==> config.mk <==
export PLATFORM = sky130hd
export DESIGN_NAME = line_pattern_gen
export DESIGN_NICKNAME = d
export VERILOG_FILES = /design/src/rtl/lpg_pkg.sv /design/src/rtl/lpg_step_sel.sv /design/src/rtl/lpg_seq_gen.sv /design/src/rtl/lpg_out_stage.sv /design/src/rtl/line_pattern_gen.sv
export SDC_FILE = /design/constraint.sdc
export NUM_CORES = 1
export LEC_CHECK = 0
export ABC_AREA = 1
export BUFFER_PORTS_ARGS = -buffer_cell sky130_fd_sc_hd__buf_2
export CAP_MARGIN = 20
export CORE_UTILIZATION = 45
export DETAILED_ROUTE_END_ITERATION = 10
export PLACE_DENSITY = 0.75
export SKIP_LAST_GASP = 1
export SLEW_MARGIN = 20
export SYNTH_ARGS = -nofsm -noshare
export SYNTH_HDL_FRONTEND = slang
export SYNTH_SLANG_ARGS = --single-unit
==> constraint.sdc <==
create_clock -name clk -period 1.33 [get_ports clk]
set_input_delay 0.266 -clock clk [delete_from_list [all_inputs] [get_ports clk]]
set_output_delay 0.266 -clock clk [all_outputs]
set_load 0.01 [all_outputs]
==> src/rtl/lpg_pkg.sv <==
package lpg_pkg;

  typedef enum logic [1:0] {
    PSEL_BASE = 2'b00,
    PSEL_ONES = 2'b01,
    PSEL_SEQ  = 2'b10,
    PSEL_RSVD = 2'b11
  } psel_e;

  typedef enum logic [1:0] {
    SRC_DATA,
    SRC_ONE,
    SRC_ZERO,
    SRC_SEQ
  } src_e;

  // Decode of pattern select plus clock-source bit into an output source.
  function automatic src_e decode_src(input logic [1:0] sel, input logic csrc);
    src_e r;
    case (sel)
      PSEL_ONES: r = SRC_ONE;
      PSEL_SEQ:  r = SRC_SEQ;
      PSEL_BASE: r = csrc ? SRC_ZERO : SRC_DATA;
      default:   r = SRC_DATA;
    endcase
    return r;
  endfunction

endpackage

==> src/rtl/lpg_step_sel.sv <==
module lpg_step_sel (
  input  logic clk_src,
  input  logic tx_clk_en,
  input  logic mst_clk_en,
  output logic step
);
  assign step = clk_src ? mst_clk_en : tx_clk_en;
endmodule

==> src/rtl/lpg_seq_gen.sv <==
module lpg_seq_gen #(
  parameter int E1_LEN   = 15,
  parameter int E1_TAP   = 14,
  parameter int T1_LEN   = 20,
  parameter int T1_TAP   = 17,
  parameter int MAX_ZRUN = 14
) (
  input  logic clk,
  input  logic rst_n,
  input  logic t1_mode,
  input  logic advance,
  output logic seq_bit
);
  localparam int SR_W = (T1_LEN > E1_LEN) ? T1_LEN : E1_LEN;
  localparam int ZC_W = $clog2(MAX_ZRUN + 1);
  localparam logic [ZC_W-1:0] ZC_MAX = ZC_W'(MAX_ZRUN);

  logic [SR_W-1:0] state_q;
  logic [ZC_W-1:0] zrun_q;
  logic            t1_q;

  // Named internal events
  logic mode_flip;
  logic state_zero;
  logic raw_bit;
  logic force_one;

  function automatic logic [SR_W-1:0] seed_for(input logic t1);
    logic [SR_W-1:0] r;
    r = '0;
    for (int i = 0; i < SR_W; i++)
      if (i < (t1 ? T1_LEN : E1_LEN)) r[i] = 1'b1;
    return r;
  endfunction

  function automatic logic msb_of(input logic [SR_W-1:0] s, input logic t1);
    logic b;
    b = 1'b0;
    for (int i = 0; i < SR_W; i++)
      if (i == (t1 ? T1_LEN : E1_LEN) - 1) b = s[i];
    return b;
  endfunction

  // Fibonacci step: feedback of stage LEN and stage TAP enters at bit 0.
  function automatic logic [SR_W-1:0] lfsr_next(input logic [SR_W-1:0] s, input logic t1);
    logic [SR_W-1:0] r;
    logic fb;
    fb = 1'b0;
    for (int i = 0; i < SR_W; i++) begin
      if (i == (t1 ? T1_LEN : E1_LEN) - 1) fb = fb ^ s[i];
      if (i == (t1 ? T1_TAP : E1_TAP) - 1) fb = fb ^ s[i];
    end
    r = {s[SR_W-2:0], fb};
    for (int i = 0; i < SR_W; i++)
      if (i >= (t1 ? T1_LEN : E1_LEN)) r[i] = 1'b0;
    return r;
  endfunction

  assign mode_flip  = (t1_mode != t1_q);
  assign state_zero = (state_q == '0);
  assign raw_bit    = msb_of(state_q, t1_q);
  assign force_one  = t1_q && !raw_bit && (zrun_q == ZC_MAX);
  assign seq_bit    = raw_bit | force_one;

  always_ff @(posedge clk) begin
    if (!rst_n) begin
      state_q <= seed_for(1'b0);
      zrun_q  <= '0;
      t1_q    <= 1'b0;
    end else begin
      t1_q <= t1_mode;
      if (mode_flip) begin
        state_q <= seed_for(t1_mode);
        zrun_q  <= '0;
      end else if (advance) begin
        state_q <= state_zero ? seed_for(t1_q) : lfsr_next(state_q, t1_q);
        if (!t1_q || seq_bit) zrun_q <= '0;
        else                  zrun_q <= zrun_q + 1'b1;
      end
    end
  end

  AST_STATE_NONZERO: assert property (@(posedge clk) disable iff (!rst_n)
    !state_zero);
  AST_ZRUN_BOUND: assert property (@(posedge clk) disable iff (!rst_n)
    zrun_q <= ZC_MAX);
  AST_GEN_HOLD: assert property (@(posedge clk) disable iff (!rst_n)
    (!advance && !mode_flip) |=> $stable(state_q));
  AST_RESEED_MSB: assert property (@(posedge clk) disable iff (!rst_n)
    mode_flip |=> raw_bit);

endmodule

==> src/rtl/lpg_out_stage.sv <==
module lpg_out_stage
  import lpg_pkg::*;
(
  input  logic clk,
  input  logic rst_n,
  input  logic step,
  input  src_e src,
  input  logic data_in,
  input  logic seq_bit,
  input  logic inv,
  output logic data_out
);
  logic next_bit;

  always_comb begin
    case (src)
      SRC_ONE:  next_bit = 1'b1;
      SRC_ZERO: next_bit = 1'b0;
      SRC_SEQ:  next_bit = seq_bit ^ inv;
      default:  next_bit = data_in;
    endcase
  end

  always_ff @(posedge clk) begin
    if (!rst_n)    data_out <= 1'b0;
    else if (step) data_out <= next_bit;
  end

  AST_ONES_OUT: assert property (@(posedge clk) disable iff (!rst_n)
    (step && src == SRC_ONE) |=> data_out);
  AST_ZEROS_OUT: assert property (@(posedge clk) disable iff (!rst_n)
    (step && src == SRC_ZERO) |=> !data_out);
  AST_PASS_OUT: assert property (@(posedge clk) disable iff (!rst_n)
    (step && src == SRC_DATA) |=> (data_out == $past(data_in)));
  AST_HOLD_OUT: assert property (@(posedge clk) disable iff (!rst_n)
    !step |=> $stable(data_out));

endmodule

==> src/rtl/line_pattern_gen.sv <==
module line_pattern_gen
  import lpg_pkg::*;
#(
  parameter int E1_LEN   = 15,
  parameter int E1_TAP   = 14,
  parameter int T1_LEN   = 20,
  parameter int T1_TAP   = 17,
  parameter int MAX_ZRUN = 14
) (
  input  logic       clk,
  input  logic       rst_n,
  input  logic       tx_clk_en,
  input  logic       mst_clk_en,
  input  logic [1:0] pat_sel,
  input  logic       clk_src,
  input  logic       seq_inv,
  input  logic       t1_mode,
  input  logic       tx_data_in,
  output logic       tx_data_out
);
  logic step;
  logic advance;
  logic seq_bit;
  src_e src;

  assign src     = decode_src(pat_sel, clk_src);
  assign advance = step && (src == SRC_SEQ);

  lpg_step_sel u_step (
    .clk_src    (clk_src),
    .tx_clk_en  (tx_clk_en),
    .mst_clk_en (mst_clk_en),
    .step       (step)
  );

  lpg_seq_gen #(
    .E1_LEN   (E1_LEN),
    .E1_TAP   (E1_TAP),
    .T1_LEN   (T1_LEN),
    .T1_TAP   (T1_TAP),
    .MAX_ZRUN (MAX_ZRUN)
  ) u_gen (
    .clk     (clk),
    .rst_n   (rst_n),
    .t1_mode (t1_mode),
    .advance (advance),
    .seq_bit (seq_bit)
  );

  lpg_out_stage u_out (
    .clk      (clk),
    .rst_n    (rst_n),
    .step     (step),
    .src      (src),
    .data_in  (tx_data_in),
    .seq_bit  (seq_bit),
    .inv      (seq_inv),
    .data_out (tx_data_out)
  );

endmodule

; Word level (Yosys, flattened, before mapping)
; Cells that the tools add are included.
[word_totals]
wordCells = 413
ff_bits = 26
output_inout_bits = 1
inputBits = 10
[op_classes]
mux = 247
n_bitwise = 42
reduce_logical = 12
magnitude_cmp = 60
eq_ne = 45
n_addsub = 3
[op_table]
columns = op, n
row1 = 5-bit by 32-bit equality test with 1-bit output (first input constant), 16
row2 = 4-bit by 32-bit equality test with 1-bit output (first input constant), 8
row3 = 6-bit by 32-bit equality test with 1-bit output (first input constant), 8
row4 = 5-bit by 32-bit >= comparator with 1-bit output (first input constant), 8
row5 = 5-bit by 32-bit < comparator with 1-bit output (first input constant), 8
row6 = 1-bit 2-to-1 mux, 237
row7 = 3-bit by 32-bit equality test with 1-bit output (first input constant), 4
row8 = 4-bit by 32-bit >= comparator with 1-bit output (first input constant), 4
row9 = 6-bit by 32-bit >= comparator with 1-bit output (first input constant), 4
row10 = 4-bit by 32-bit < comparator with 1-bit output (first input constant), 4
row11 = 6-bit by 32-bit < comparator with 1-bit output (first input constant), 4
row12 = 2-bit by 32-bit equality test with 1-bit output (first input constant), 2
row13 = 3-bit by 32-bit >= comparator with 1-bit output (first input constant), 2
row14 = 32-bit logical NOT, 2
row15 = 3-bit by 32-bit < comparator with 1-bit output (first input constant), 2
row16 = 32-bit by 2-bit subtractor with 32-bit output (second input constant), 2
row17 = 20-bit 2-to-1 mux, 3
row18 = 4-bit by 5-bit < comparator with 1-bit output (first input constant), 8
row19 = 1-bit bitwise XOR, 40
row20 = 1-bit by 32-bit >= comparator with 1-bit output (first input constant), 1
row21 = 2-bit by 32-bit >= comparator with 1-bit output (first input constant), 1
row22 = 1-bit by 32-bit < comparator with 1-bit output (first input constant), 1
row23 = 2-bit by 32-bit < comparator with 1-bit output (first input constant), 1
row24 = 20-bit logical NOT, 1
row25 = other kinds (22), 38

; Depth between registers and ports, before layout
[logic_depth]
ltp_word = 203
ltp_mapped = 10
ltp_nobuf = 9

; By module
; Synthesis repeated with hierarchy kept, for this count alone.
[hier_totals]
cells_unflattened = 217
hier_area_um2 = 1478.9
[modules_own_cells]
columns = mod, cells_each, area_each_um2, seq_area_each_um2, instances
row1 = lpg_seq_gen, 193, 1335.0, 500.5, 1
row2 = lpg_out_stage, 11, 68.8, 20.0, 1
row3 = line_pattern_gen, 9, 60.1, 0.0, 1
row4 = lpg_step_sel, 4, 15.0, 0.0, 1

; Worst setup path after synthesis
; Ideal clock, no wire load.
[synth_path]
path_kind = flip-flop to flip-flop
from = register u_gen.state_q[19]
to = register u_gen.state_q[0]
t_required_ns = 1.205
period_less_slack_ns = 1.198
path_buffers = 1
setup_time_ns = 0.125
stages_incl_launch_ff = 9
arrival_ns = 1.073
path_slack_ns = 0.132
path_cell_list = dfxtp_1 > nor2_1 > nand3_1 > nor2_1 > nand2_1 > nand2_2 > buf_6 > o21bai_1 > nand2_1
[synth_via]
elab_chain_cells = 11
elab_cells_between_ends = 12
classes_between = 9 x mux / 2 x bitwise / 1 x reduce/logical
[synth_rtl]
columns = element, line_no
row1 = start: declaration, lpg_seq_gen.sv:18  ; logic [SR_W-1:0] state_q;
row2 = start signal: assignment, lpg_seq_gen.sv:67  ; state_q <= seed_for(1'b0);
row3 = start signal: assignment, lpg_seq_gen.sv:73  ; state_q <= seed_for(t1_mode);
row4 = start signal: assignment, lpg_seq_gen.sv:76  ; state_q <= state_zero ? seed_for(t1_q) : lfsr_next(state_q, t1_q);
row5 = 1-bit bitwise XOR, lpg_seq_gen.sv:50  ; if (i == (t1 ? T1_LEN : E1_LEN) - 1) fb = fb ^ s[i];
row6 = 1-bit 2-to-1 mux, lpg_seq_gen.sv:50
row7 = 1-bit 2-to-1 mux, lpg_seq_gen.sv:75  ; end else if (advance) begin
row8 = 1-bit 2-to-1 mux, lpg_seq_gen.sv:72  ; if (mode_flip) begin
row9 = 1-bit 2-to-1 mux, lpg_seq_gen.sv:66  ; if (!rst_n) begin
row10 = 1-bit bitwise XOR, lpg_seq_gen.sv:51  ; if (i == (t1 ? T1_TAP : E1_TAP) - 1) fb = fb ^ s[i];
row11 = 1-bit 2-to-1 mux, lpg_seq_gen.sv:51
row12 = 1-bit 2-to-1 mux, lpg_seq_gen.sv:55  ; if (i >= (t1 ? T1_LEN : E1_LEN)) r[i] = 1'b0;
row13 = 20-bit 2-to-1 mux (*), lpg_seq_gen.sv:76
row14 = 20-bit 2-to-1 mux (*), lpg_seq_gen.sv:75
row15 = 20-bit 2-to-1 mux (*), lpg_seq_gen.sv:72
; Every way passes the cells marked *; elsewhere a longest branch is shown, timed or not. The select of a mux whose other input is x is not followed.
; A chain may end at the register's enable or synchronous reset.

; Final worst setup path
[layout_path]
from = register u_gen.state_q[19]
to = register u_gen.state_q[15]
[layout_via]
elab_chain_cells = 4
[layout_rtl]
columns = element, line_no
row1 = 20-bit logical NOT, lpg_seq_gen.sv:60  ; assign state_zero = (state_q == '0);
row2 = 20-bit 2-to-1 mux, lpg_seq_gen.sv:76
row3 = 20-bit 2-to-1 mux, lpg_seq_gen.sv:75
row4 = 20-bit 2-to-1 mux, lpg_seq_gen.sv:72
; No other way between the ends. The select of a mux whose other input is x is not followed.

==> results.cfg <==
[sta]
drv_slew = 0
setup_viol = 0
relSlewSlack = 0.820
max_freq_mhz = 812
period_minus_slack_ns = 1.23
final_hold_viol_count = 0
setup-tns-final_ns = 0
rsz0062_at_grt = true
timing.final.crit_share = 0.926
fin_skew_ns = 0.00490
tightest_slew_ns = 0.271

[pwr]
vdd_drop_max_v = 0.000513
cellPowerDensity_nw_per_um2 = 913
p_leak_nw = 0.754
finalPower_w = 0.00145

[route]
dr.first_iter.drc_count = 26
antenna_left = 0
vias = 1275
route.detailed.drc = 0
vias_per_cell = 4.87
first_pass_iters = 4
drt-wirelength-per-cell_um = 10.4
wirelength_um = 2730

[grt]
antenna_found_initial = 0
grt_pass1_wl_um = 4670
grt_start_max_net_pins = 21
track_usage = 0.187
grt_overflow = 0
grt_pass1_vias = 1127

[cells_and_area]
layout-drive-gt1-share = 0.229
multi_input_area_um2 = 732
fill_cells = 277
n_antenna_cell = 0
areaGrowthSynthToFinish_pct = 17.5
nNetsFinal = 244
final_cell_area_um2 = 1590
utilization = 0.566
seq_area_um2 = 529
fin_cells = 262

[worst_setup_path]
cp_data_arrival_time_ns = 1.50
crit_path_max_incr_delay_ns = 0.35
path_max_fanout = 5
path_class = register to register
cpMostUsedCell = nand2_1
path_buf_inv = 1
crit_slowest_cell = dfxtp_2
worstPathRequired_ns = 1.60
crit_chain = nor2_1 > nand3_2 > nor2_2 > nand2_2 > buf_4 > nand2_1 > nand2_1 > a21oi_2
cp-end-kind = register
crit_family = simple AND/OR/NAND/NOR gates
startpoint_type = register

[run]
cap_viol_max_count = 0

[yosys]
synth_top_area_frac = 0.385
syn_nets = 223
synthTopCellsByArea = dfxtp_1 38%, nand2_1 22%, nor2_1 7.2%
yosys_warnings = 0
avgSynthCellArea_um2 = 6.41
synth_top_area_cell = dfxtp_1
synth_area_um2 = 1350
ys_types = 24
ys_ff_latch = 26
synth-seq-area-share = 0.385
synth_cells = 211

[floorplanning]
start_util = 0.482
die_y_um = 56.8
rows = 19
die_w_um = 56.8
io_pins = 11
die_area_um2 = 3230
core_area_um2 = 2810

[cts]
insertion_delay_ns = 0.33
h-tree-depth = 1
hold_buffers = 0
cts.clk_slew.worst_paths_ns = 0.14
cts_tree = built
cts_max_path_buffers = 2
cts-root-buf = clkbuf_4
cts.sinks = 26
cts_buffers = 3

[run_status]
outcome = finished, final reports clean

[place]
numPortBuffers = 10
gp_congestion = 0.779
place_inst = 257
placed_area_um2 = 1490
hpwlAfterDp_um = 1970

[min_path]
hp-class = input port to register
[repair_timing]
| item | CTS | global route |
|---|---|---|
| resized for setup | 0 | 18 |
| setup buffers | 0 | 1 |
| endpoints found under the setup margin | 0 | 25 |
[cells in the mapped netlist (all sizes together)]
library cell	number
nand2	83
nor2	27
dfxtp	26
inv	26
o21ai	19
a21oi	8
nand3	7
buf	4
clkbuf	2
ha	2
or2	2
a31oi	1
nand3b	1
nor3b	1
o21bai	1
xor2	1
[path summary, 6_finish.rpt]
check | startpoint | to | slack (ns) | cells past startpoint
min | t1_mode | u_gen.t1_q | 0.16 | 3
max reg2reg | u_gen.state_q[19] | u_gen.state_q[15] | 0.1 | 8
min reg2reg | u_gen.state_q[17] | u_gen.state_q[17] | 0.50 | 2
max | u_gen.state_q[19] | u_gen.state_q[15] | 0.1 | 8
[sequential cells by signal, summed over array words and instances (netlist names)]
register        flops
u_out.data_out      1
u_gen.state_q      20
u_gen.zrun_q        4
u_gen.t1_q          1
[area by class of cell]
cell class	instances	area share
tap	31	0.0244
timing repair buffer	22	0.0961
sequential	26	0.333
multi-input combinational	153	0.461
clock buffer	4	0.0228
inverter	26	0.0630
[metrics by stage]
stage	setup slack, ns	hold slack (ns)
after global routing	-0.0594	0.168
after floorplan	0.132	0.359
after global placement	0.0344	0.475
after CTS	0.0246	0.162
after detailed placement	-0.00154	0.477
final	0.0985	0.159
[per-layer routing]
layer | up-vias | track usage | share of wire
li1 | 688 | - | -
met1 | 567 | 0.233 | 0.50
met2 | 15 | 0.321 | 0.46
met3 | 5 | 0.0207 | 0.021
met4 | 0 | 0.0836 | 0.018
met5 | - | 0 | 0
[logic make-up (layout without fill, tap and decap cells)]
kind of cell	Yosys count	after routing	share of synthesized area
simple gates	121	121	0.375
buf+inv	32	52	0.105
fa+ha+maj	2	2	0.0185
xor+xnor	1	1	0.00648
flops	26	26	0.385
compound gates	29	29	0.110
[where the power goes]
| group | internal (W) | switching [W] | leakage (nW) |
|---|---|---|---|
| registers | 0.000801 | 0.0000147 | 0.213 |
| logic | 0.0000934 | 0.000133 | 0.521 |
| clock network | 0.000168 | 0.000240 | 0.0210 |
[tightest hold or removal path, cell delays in order]
cell and delay [ns]:
buf_2 0.12, nand2_1 0.05, inv_1 0.03
[cell usage in the layout (no fill, tap or decap)]
cell type and n:
nand2_1 78, nor2_1 23, inv_1 22, dfxtp_1 19
o21ai_1 14, buf_4 11, buf_2 10, dfxtp_2 7
a21oi_1 6, nand3_1 5, o21ai_0 5, inv_2 3
nand2_2 3, clkbuf_4 3, nor2_2 2, nand3_2 2
nand2_4 2, a21oi_2 2, or2_2 2, ha_1 2
inv_4 1, nor2_4 1, nor2_8 1, nor3b_2 1
xor2_1 1, nand3b_1 1, a31oi_1 1, o21bai_1 1
clkbuf_8 1, buf_12 1
Power figures use the tool's default switching activity.
